===== config.mk =====
export PLATFORM = sky130hd
export DESIGN_NAME = irq_vector_resolver
export DESIGN_NICKNAME = d
export VERILOG_FILES = /design/src/rtl/irq_vector_resolver.sv
export SDC_FILE = /design/constraint.sdc
export NUM_CORES = 2
export LEC_CHECK = 0
export BUFFER_PORTS_ARGS = -buffer_cell sky130_fd_sc_hd__buf_4
export CAP_MARGIN = 10
export CORE_ASPECT_RATIO = 1.4
export CORE_MARGIN = 2
export CORE_UTILIZATION = 60
export CTS_BUF_LIST = sky130_fd_sc_hd__clkbuf_2 sky130_fd_sc_hd__clkbuf_4 sky130_fd_sc_hd__clkbuf_8
export DETAILED_ROUTE_END_ITERATION = 12
export PLACE_DENSITY = 0.78
export SLEW_MARGIN = 10
export SYNTH_ARGS = -nofsm -noshare
export SYNTH_HDL_FRONTEND = slang
export SYNTH_SLANG_ARGS = --single-unit
export TNS_END_PERCENT = 100

===== constraint.sdc =====
create_clock -name clk -period 60.7 [get_ports clk]
set_input_delay 6.07 -clock clk [delete_from_list [all_inputs] [get_ports clk]]
set_output_delay 6.07 -clock clk [all_outputs]
set_load 0.02 [all_outputs]

===== src/rtl/irq_vector_resolver.sv =====
module irq_vector_resolver #(
  parameter int NSRC  = 32,
  parameter int DEPTH = 8,
  parameter int PW    = 3,
  parameter int DW    = 32,
  parameter int AW    = 9
) (
  input  logic              clk,
  input  logic              rst_n,
  input  logic [NSRC-1:0]   pend_i,
  input  logic [NSRC-1:0]   mask_i,
  input  logic [NSRC-1:0]   ffrc_i,
  input  logic [NSRC-1:0]   edge_i,
  input  logic [NSRC*PW-1:0] prio_i,
  input  logic              protect_i,
  input  logic              rd_i,
  input  logic              wr_i,
  input  logic [AW-1:0]     addr_i,
  input  logic [DW-1:0]     wdata_i,
  output logic [DW-1:0]     rdata_o,
  output logic              irq_o,
  output logic [NSRC-1:0]   pend_clr_o
);
  localparam int SW  = $clog2(NSRC);
  localparam int IW  = $clog2(DEPTH);
  localparam int DPW = $clog2(DEPTH + 1);
  localparam logic [AW-1:0] A_IVR  = AW'('h100);
  localparam logic [AW-1:0] A_FVR  = AW'('h104);
  localparam logic [AW-1:0] A_STAT = AW'('h108);
  localparam logic [AW-1:0] A_EOI  = AW'('h130);
  localparam logic [AW-1:0] A_SPU  = AW'('h134);

  logic [DW-1:0]  vec_q [NSRC];
  logic [DW-1:0]  spur_q;
  logic [SW-1:0]  stk_src [DEPTH];
  logic [PW-1:0]  stk_pri [DEPTH];
  logic [DPW-1:0] depth_q;

  logic [NSRC-1:0] cand;
  logic [SW-1:0]   win;
  logic [PW-1:0]   wpri;
  logic [IW-1:0]   top_idx, wr_idx;
  logic [SW-1:0]   vidx;
  logic            vec_hit, ivr_rd, ivr_wr, fvr_rd, eoi_wr, spu_wr, push, pop;

  assign cand = pend_i & mask_i & ~ffrc_i & ~NSRC'(1);

  always_comb begin
    win  = '0;
    wpri = '0;
    for (int i = NSRC - 1; i >= 1; i--) begin
      if (cand[i] && prio_i[i*PW +: PW] >= wpri) begin
        win  = SW'(i);
        wpri = prio_i[i*PW +: PW];
      end
    end
  end

  assign top_idx = IW'(depth_q - DPW'(1));
  assign irq_o   = (|cand) && (depth_q == '0 || stk_pri[top_idx] < wpri);

  assign vec_hit = addr_i[AW-1:SW+2] == (AW-SW-2)'(1);
  assign vidx    = addr_i[SW+1:2];
  assign ivr_rd  = rd_i && addr_i == A_IVR;
  assign ivr_wr  = wr_i && addr_i == A_IVR;
  assign fvr_rd  = rd_i && addr_i == A_FVR;
  assign eoi_wr  = wr_i && addr_i == A_EOI;
  assign spu_wr  = wr_i && addr_i == A_SPU;
  assign push    = (protect_i ? ivr_wr : ivr_rd) && win != '0 && depth_q < DPW'(DEPTH);
  assign pop     = eoi_wr && depth_q != '0;
  assign wr_idx  = pop ? top_idx : depth_q[IW-1:0];

  always_comb begin
    pend_clr_o = '0;
    if (push && edge_i[win]) pend_clr_o[win] = 1'b1;
    if (fvr_rd && pend_i[0]) pend_clr_o[0] = 1'b1;
  end

  always_comb begin
    rdata_o = '0;
    if (rd_i) begin
      if (vec_hit) rdata_o = vec_q[vidx];
      else case (addr_i)
        A_IVR:  rdata_o = (win == '0) ? spur_q : vec_q[win];
        A_FVR:  rdata_o = (pend_i[0] || |(pend_i & ffrc_i)) ? vec_q[0] : spur_q;
        A_STAT: rdata_o = (depth_q == '0) ? '0 : DW'(stk_src[top_idx]);
        A_SPU:  rdata_o = spur_q;
        default: rdata_o = '0;
      endcase
    end
  end

  always_ff @(posedge clk or negedge rst_n) begin
    if (!rst_n) begin
      for (int i = 0; i < NSRC; i++) vec_q[i] <= '0;
      for (int i = 0; i < DEPTH; i++) begin
        stk_src[i] <= '0;
        stk_pri[i] <= '0;
      end
      spur_q  <= '0;
      depth_q <= '0;
    end else begin
      if (wr_i && vec_hit) vec_q[vidx] <= wdata_i;
      if (spu_wr) spur_q <= wdata_i;
      if (push) begin
        stk_src[wr_idx] <= win;
        stk_pri[wr_idx] <= wpri;
      end
      depth_q <= depth_q + DPW'(push) - DPW'(pop);
    end
  end

  assert_depth_bound_R6: assert property (@(posedge clk) disable iff (!rst_n)
    depth_q <= DPW'(DEPTH));
  assert_pop_one_R7: assert property (@(posedge clk) disable iff (!rst_n)
    (eoi_wr && depth_q != '0 && !push) |=> depth_q == $past(depth_q) - DPW'(1));
  assert_push_top_R5: assert property (@(posedge clk) disable iff (!rst_n)
    (push && !pop) |=> stk_src[top_idx] == $past(win));
  assert_spur_vec_R4: assert property (@(posedge clk) disable iff (!rst_n)
    (ivr_rd && win == '0) |-> rdata_o == spur_q);
  assert_clr_single_R6: assert property (@(posedge clk) disable iff (!rst_n)
    $onehot0(pend_clr_o));
  assert_irq_needs_cand_R3: assert property (@(posedge clk) disable iff (!rst_n)
    irq_o |-> win != '0);
endmodule


# After elaboration in Yosys (flattened, before gate mapping)
# Cells that the tools add are included.
[totals]
wordCells = 259
out_inout_bits = 65
regBits = 1124
inputBits = 270
[op_classes]
addsub = 3
eq_ne = 6
n_reduce_logical = 54
n_lt_le_gt_ge = 41
n_bitwise = 8
muxes = 97
[ops]
columns = ["op", "count"]
rows = [
  ["bitwise mux 1024 bit", 1],
  ["binary-select mux 32 bit (select 5 bit)", 2],
  ["2-to-1 mux 32 bit", 10],
  ["2-to-1 mux 5 bit", 35],
  ["demux 32 bit (select 5 bit)", 1],
  ["one-hot mux 32 bit (4 select lines)", 1],
  ["2-to-1 mux 3 bit", 35],
  ["bitwise AND 32 bit", 3],
  ["greater-or-equal comparator 3 bit", 30],
  ["logical AND 1 bit", 46],
  ["equality test 9 bit (second input constant)", 5],
  ["bitwise mux 40 bit", 1],
  ["inverter 32 bit", 1],
  ["OR reduction 32 bit", 1],
  ["OR reduction 31 bit", 1],
  ["bitwise mux 24 bit", 1],
  ["binary-select mux 5 bit (select 3 bit)", 1],
  ["demux 5 bit (select 3 bit)", 1],
  ["greater-or-equal comparator 6 bit (second input constant)", 2],
  ["inverter 5 -> 6 bit", 2],
  ["binary-select mux 3 bit (select 3 bit)", 1],
  ["demux 3 bit (select 3 bit)", 1],
  ["greater-or-equal comparator 4 bit (second input constant)", 2],
  ["inverter 3 -> 4 bit", 2],
  ["other kinds (19)", 23],
]

# Depth between registers and ports, before layout
[logic_depth]
word_depth = 102
ltp_mapped = 227
ltp_nobuf = 221

# Worst setup path before layout
# OpenSTA, ideal clock, no wires.
[synth_timing]
path_type = "input port to output port"
from = "input port mask_i[31]"
to = "output port pend_clr_o[20]"
t_arrival_ns = 47.661
required_time_ns = 54.630
n_path_buf = 6
path_slack_ns = 6.969
path_stages = 212
path_cell_list = "and3b_1 and2_1 ha_1 nand2b_4 a211oi_2 nor2_2 mux2_2 ha_1 nor2b_1 o211ai_1 and3_1 nor2_1 ha_1 nand2b_1 and2_1 a21oi_1 a31oi_1 o31ai_1 (+176 left out) or2_2 clkbuf_1 clkbuf_1 nand2_1 nand2_1 ha_1 nand2b_1 a21oi_1 nor2b_1 o21ai_0 o21ai_1 a311oi_4 o21ai_4 nor3_4 inv_4 buf_6 clkbuf_1 nor4b_1"
[synth_between]
elab_chain_cells = 99
[synth_rtl]
columns = ["element", "line", "text"]
rows = [
  ["from (decl)", "11", "input logic [NSRC-1:0] mask_i,"],
  ["bitwise AND 32 bit (*) (2 in series)", "46", "assign cand = pend_i & mask_i & ~ffrc_i & ~NSRC'(1);"],
  ["logical AND 1 bit (*)", "52", "if (cand[i] && prio_i[i*PW +: PW] >= wpri) begin"],
  ["2-to-1 mux 3 bit", "52", ""],
  ["greater-or-equal comparator 3 bit", "52", ""],
  ["logical AND 1 bit", "52", ""],
  ["2-to-1 mux 3 bit", "52", ""],
  ["greater-or-equal comparator 3 bit", "52", ""],
  ["logical AND 1 bit", "52", ""],
  ["(+82 left out)", "-", ""],
  ["greater-or-equal comparator 3 bit", "52", ""],
  ["logical AND 1 bit", "52", ""],
  ["2-to-1 mux 5 bit (*)", "52", ""],
  ["less-than comparator 5 x 6 -> 1 bit (not written as such) (tied with other cells)", "75", "if (push && edge_i[win]) pend_clr_o[win] = 1'b1;"],
  ["logical AND 1 bit (on tied branches)", "75, 69", ""],
  ["2-to-1 mux 1 bit (not written as such) / logical AND 1 bit (equally long branches)", "75, 69", ""],
  ["demux 1 bit (select 5 bit) / logical AND 1 bit (equally long branches)", "75", ""],
  ["2-to-1 mux 32 bit (*)", "75", ""],
  ["to (decl)", "22", "output logic [NSRC-1:0] pend_clr_o"],
]
# Every way passes the cells marked *; elsewhere a longest branch is shown, timed or not. The select of a mux whose other input is x is not followed.

# Worst setup path after layout
[layout_timing]
from = "input port ffrc_i[31]"
to = "output port rdata_o[18]"
[layout_between]
elab_chain_cells = 102
[layout_rtl]
columns = ["element", "line", "text"]
rows = [
  ["from (decl)", "12", "input logic [NSRC-1:0] ffrc_i,"],
  ["inverter 32 bit", "46", ""],
  ["bitwise AND 32 bit", "46", ""],
  ["logical AND 1 bit", "52", ""],
  ["2-to-1 mux 3 bit", "52", ""],
  ["greater-or-equal comparator 3 bit", "52", ""],
  ["logical AND 1 bit", "52", ""],
  ["2-to-1 mux 3 bit", "52", ""],
  ["greater-or-equal comparator 3 bit", "52", ""],
  ["(+85 left out)", "-", ""],
  ["2-to-1 mux 5 bit", "52", ""],
  ["inverter 5 -> 6 bit (not written as such)", "84", "A_IVR: rdata_o = (win == '0) ? spur_q : vec_q[win];"],
  ["binary-select mux 32 bit (select 5 bit)", "84", ""],
  ["2-to-1 mux 32 bit (not written as such) (2 in series)", "84", ""],
  ["2-to-1 mux 32 bit", "84", ""],
  ["one-hot mux 32 bit (4 select lines) (*)", "83", "else case (addr_i)"],
  ["2-to-1 mux 32 bit (*)", "82", "if (vec_hit) rdata_o = vec_q[vidx];"],
  ["2-to-1 mux 32 bit (*)", "81", "if (rd_i) begin"],
  ["to (decl)", "20", "output logic [DW-1:0] rdata_o,"],
]
# Marked as above.

==> flow_summary.ini <==
[setup_path]
slowest_stage = nor4_4
required_ns = 54.63
cp.arrival_ns = 51.79
end_kind = primary output
reg2reg_setup_slack_ns = 57.45
cpMostUsedCell = ha_1
critical_path_class = primary input to primary output
slowest_delay_ns = 0.57
path_max_fanout = 20
rr_startpoint = depth_q[1]$_DFF_PN0_
startpoint = ffrc_i[31]
timing.critical_path.from_type = primary input

[clock_network]
postCtsHoldBufs = 0
cts_tree = yes
cts_root_buffer = clkbuf_8
clock-sinks = 1124
clk_latency_ns = 0.93
htree_num_levels = 4
cts_made_buffers = 164
path_clk_slew_ns = 0.06
clockBufferDepth = 3

[synthesis]
ys_seq_area_frac = 0.442
synth.most_common_cell = dfrtp_1
synth_flop_cell = dfrtp_1
synth_edf_count = 0
synth.largest_area_cell = dfrtp_1
ys_ff_latch = 1124
ys_warn_count = 0
netlist_top_cells_count = dfrtp_1 (1,124), mux2_2 (1,065), clkbuf_1 (395), o22ai_1 (337), nor2_1 (280)
synth.avg_cell_area_um2 = 11.8
syn_nets = 5708
synth_area_leaders = dfrtp_1 (44%), mux2_2 (19%), mux4_2 (9.6%)
synthCells = 5394
post_synth_num_cell_types = 109
async_flop_share = 1.00
syn_area_um2 = 63700
synth_top_cell_area_share = 0.442

[route]
drt_wl_total_um = 231000
drtAntennaViolNets = 0
route.vias.total = 52600
wl_per_cell_um = 32.9
drt-initial-drc-count = 6603
first_pass_iters = 6
route.detailed.drc = 0
viasPerCell = 7.46

[power]
power_switching_mw = 0.702
internal-power_mw = 1.37
vdd_ir_drop_max_mv = 0.0304
p_per_area_nw_per_um2 = 29.0
leakagePower_nw = 33.2
switching_share = 0.339
combPwrFrac = 0.272
p_seq_frac = 0.412
clockPowerShare = 0.316
fin_total_pwr_mw = 2.07

[timing]
post-route-min-period_ns = 57.86
clock_skew_ns = 0.0306
maxSlewViolCount = 0
worst_hold_slack_ns = 0.485
slew_headroom = 0.106
worst_pin_slew_ns = 1.34
max_freq_mhz = 17.3
fin_crit_sh = 0.953
finalSetupViolations = 0
hold_viol = 0

[floorplanning]
pin_count = 335
core_um2 = 105000
die_area_um2 = 109000
start_util = 0.605
die_w_um = 279
fp.dieH_um = 390
num_rows = 141

[cells_and_area]
final_util = 0.678
nNetsFinal = 5866
final_cells = 7041
syn_to_final_growth_pct = 12.1
fillers = 7595
drive_above_1_share = 0.396

[global_route]
antenna_found_initial = 20
grt_max_degree = 190
overflow = 0
grt_usage = 0.418
grt_pass1_vias = 52800
grt_pass1_wl_um = 334000

[flow_run]
cap_violations = 0

[place]
globalplace.congestion = 0.929
numPortBuffers = 329
hpwl_um = 137000
dpl.cell_count = 6725

[min_path]
hp-start = stk_src[9]$_DFFE_PN0P_
min_path_type = flop to flop

[run_status]
status = finished, final reports clean
[worst max-delay path: cells and delay by family]
family | cells | cell delay [ns]
compound gates | 87 | 18.19
mux | 6 | 2.12
fa+ha+maj | 37 | 10.47
buf+inv | 8 | 1.37
simple gates | 76 | 13.45
[area by class of cell]
cell class	count	area, um^2	area share
Tap cell	1358	1700	0.0238
Multi-Input combinational cell	3720	34100	0.477
Clock inverter	32	272	0.00380
Antenna cell	12	30.0	0.000420
Inverter	77	292	0.00408
Clock buffer	253	3220	0.0451
Sequential cell	1124	28100	0.394
Timing Repair Buffer	465	3700	0.0518
[routing by layer]
metal  global-route usage  vias up  routed length (um)
li1                     -    21000                   -
met4                0.356       18               22900
met5             0.000900        -                 127
met1                0.483    26200               75900
met2                0.629     4012              103000
met3                0.139     1331               29200
[state kept, by name (all words and copies together), names as in the netlist]
name / flops
vec_q: 1024
stk_src: 40
spur_q: 32
stk_pri: 24
depth_q: 4
[metrics by stage]
stage	setup TNS, ns	setup WS (ns)	area [um^2]
floorplan	0	6.97	63700
global placement	0	1.66	67500
detailed placement	0	0.806	67500
CTS	0	0.662	71000
global route	-4.58	-0.182	71400
finish	0	2.84	71400
[what timing repair did]
item,4_1_cts,5_1_grt
gates resized for setup,0,43
endpoints found under the setup margin,0,64
setup buffers,0,16
[cells in the final DEF (no fill, tap or decap), drive strengths merged, types with 17 or more instances in the layout]
master  count
nor2      281
o41ai      18
clkinv     17
o211a      27
buf       465
o22ai     337
a22oi      18
a41o       25
and2       28
and4       32
mux4      272
a211oi    111
mux2     1105
nand2     276
a21oi     152
nand4      21
mux2i     105
nand2b     40
and3       21
a221oi     33
nor3b      34
dfrtp    1124
inv        87
o21ai     139
a21boi     48
clkbuf    253
ha         43
nand3      84
a31oi      44
a32oi      28
o21a       24
a21o       34
nor4       68
nor3       67
[power by group through the flow]
stage	combinational, mW	sequential [mW]	clock (mW)
4_1_cts	0.532	0.850	0.655
2_1_floorplan	0.342	0.849	0
3_5_place_dp	0.530	0.864	0
3_3_place_gp	0.520	0.859	0
5_1_grt	0.586	0.858	0.688
6_report	0.563	0.854	0.654
[path summary, 6_finish.rpt]
check                                     endpoint  cells past startpoint
max in group asynchronous  stk_pri[13]$_DFFE_PN0P_                      4
max reg2reg                stk_src[32]$_DFFE_PN0P_                      8
max                                    rdata_o[18]                    214
min                         stk_src[9]$_DFFE_PN0P_                      1
min reg2reg                 stk_src[9]$_DFFE_PN0P_                      1
min in group asynchronous   vec_q[843]$_DFFE_PN0P_                      1
[cell families after synthesis]
group | after synthesis | synth area share
multiplexers | 1482 | 0.309
AO/OA/AOI/OAI | 1153 | 0.125
AND/OR/NAND/NOR | 1026 | 0.0816
XOR/XNOR | 3 | 0.000413
adder cells (fa/ha/maj) | 53 | 0.0102
buffers and inverters | 553 | 0.0328
flip-flops | 1124 | 0.442
Note: power is estimated with default switching activity, not from simulation.
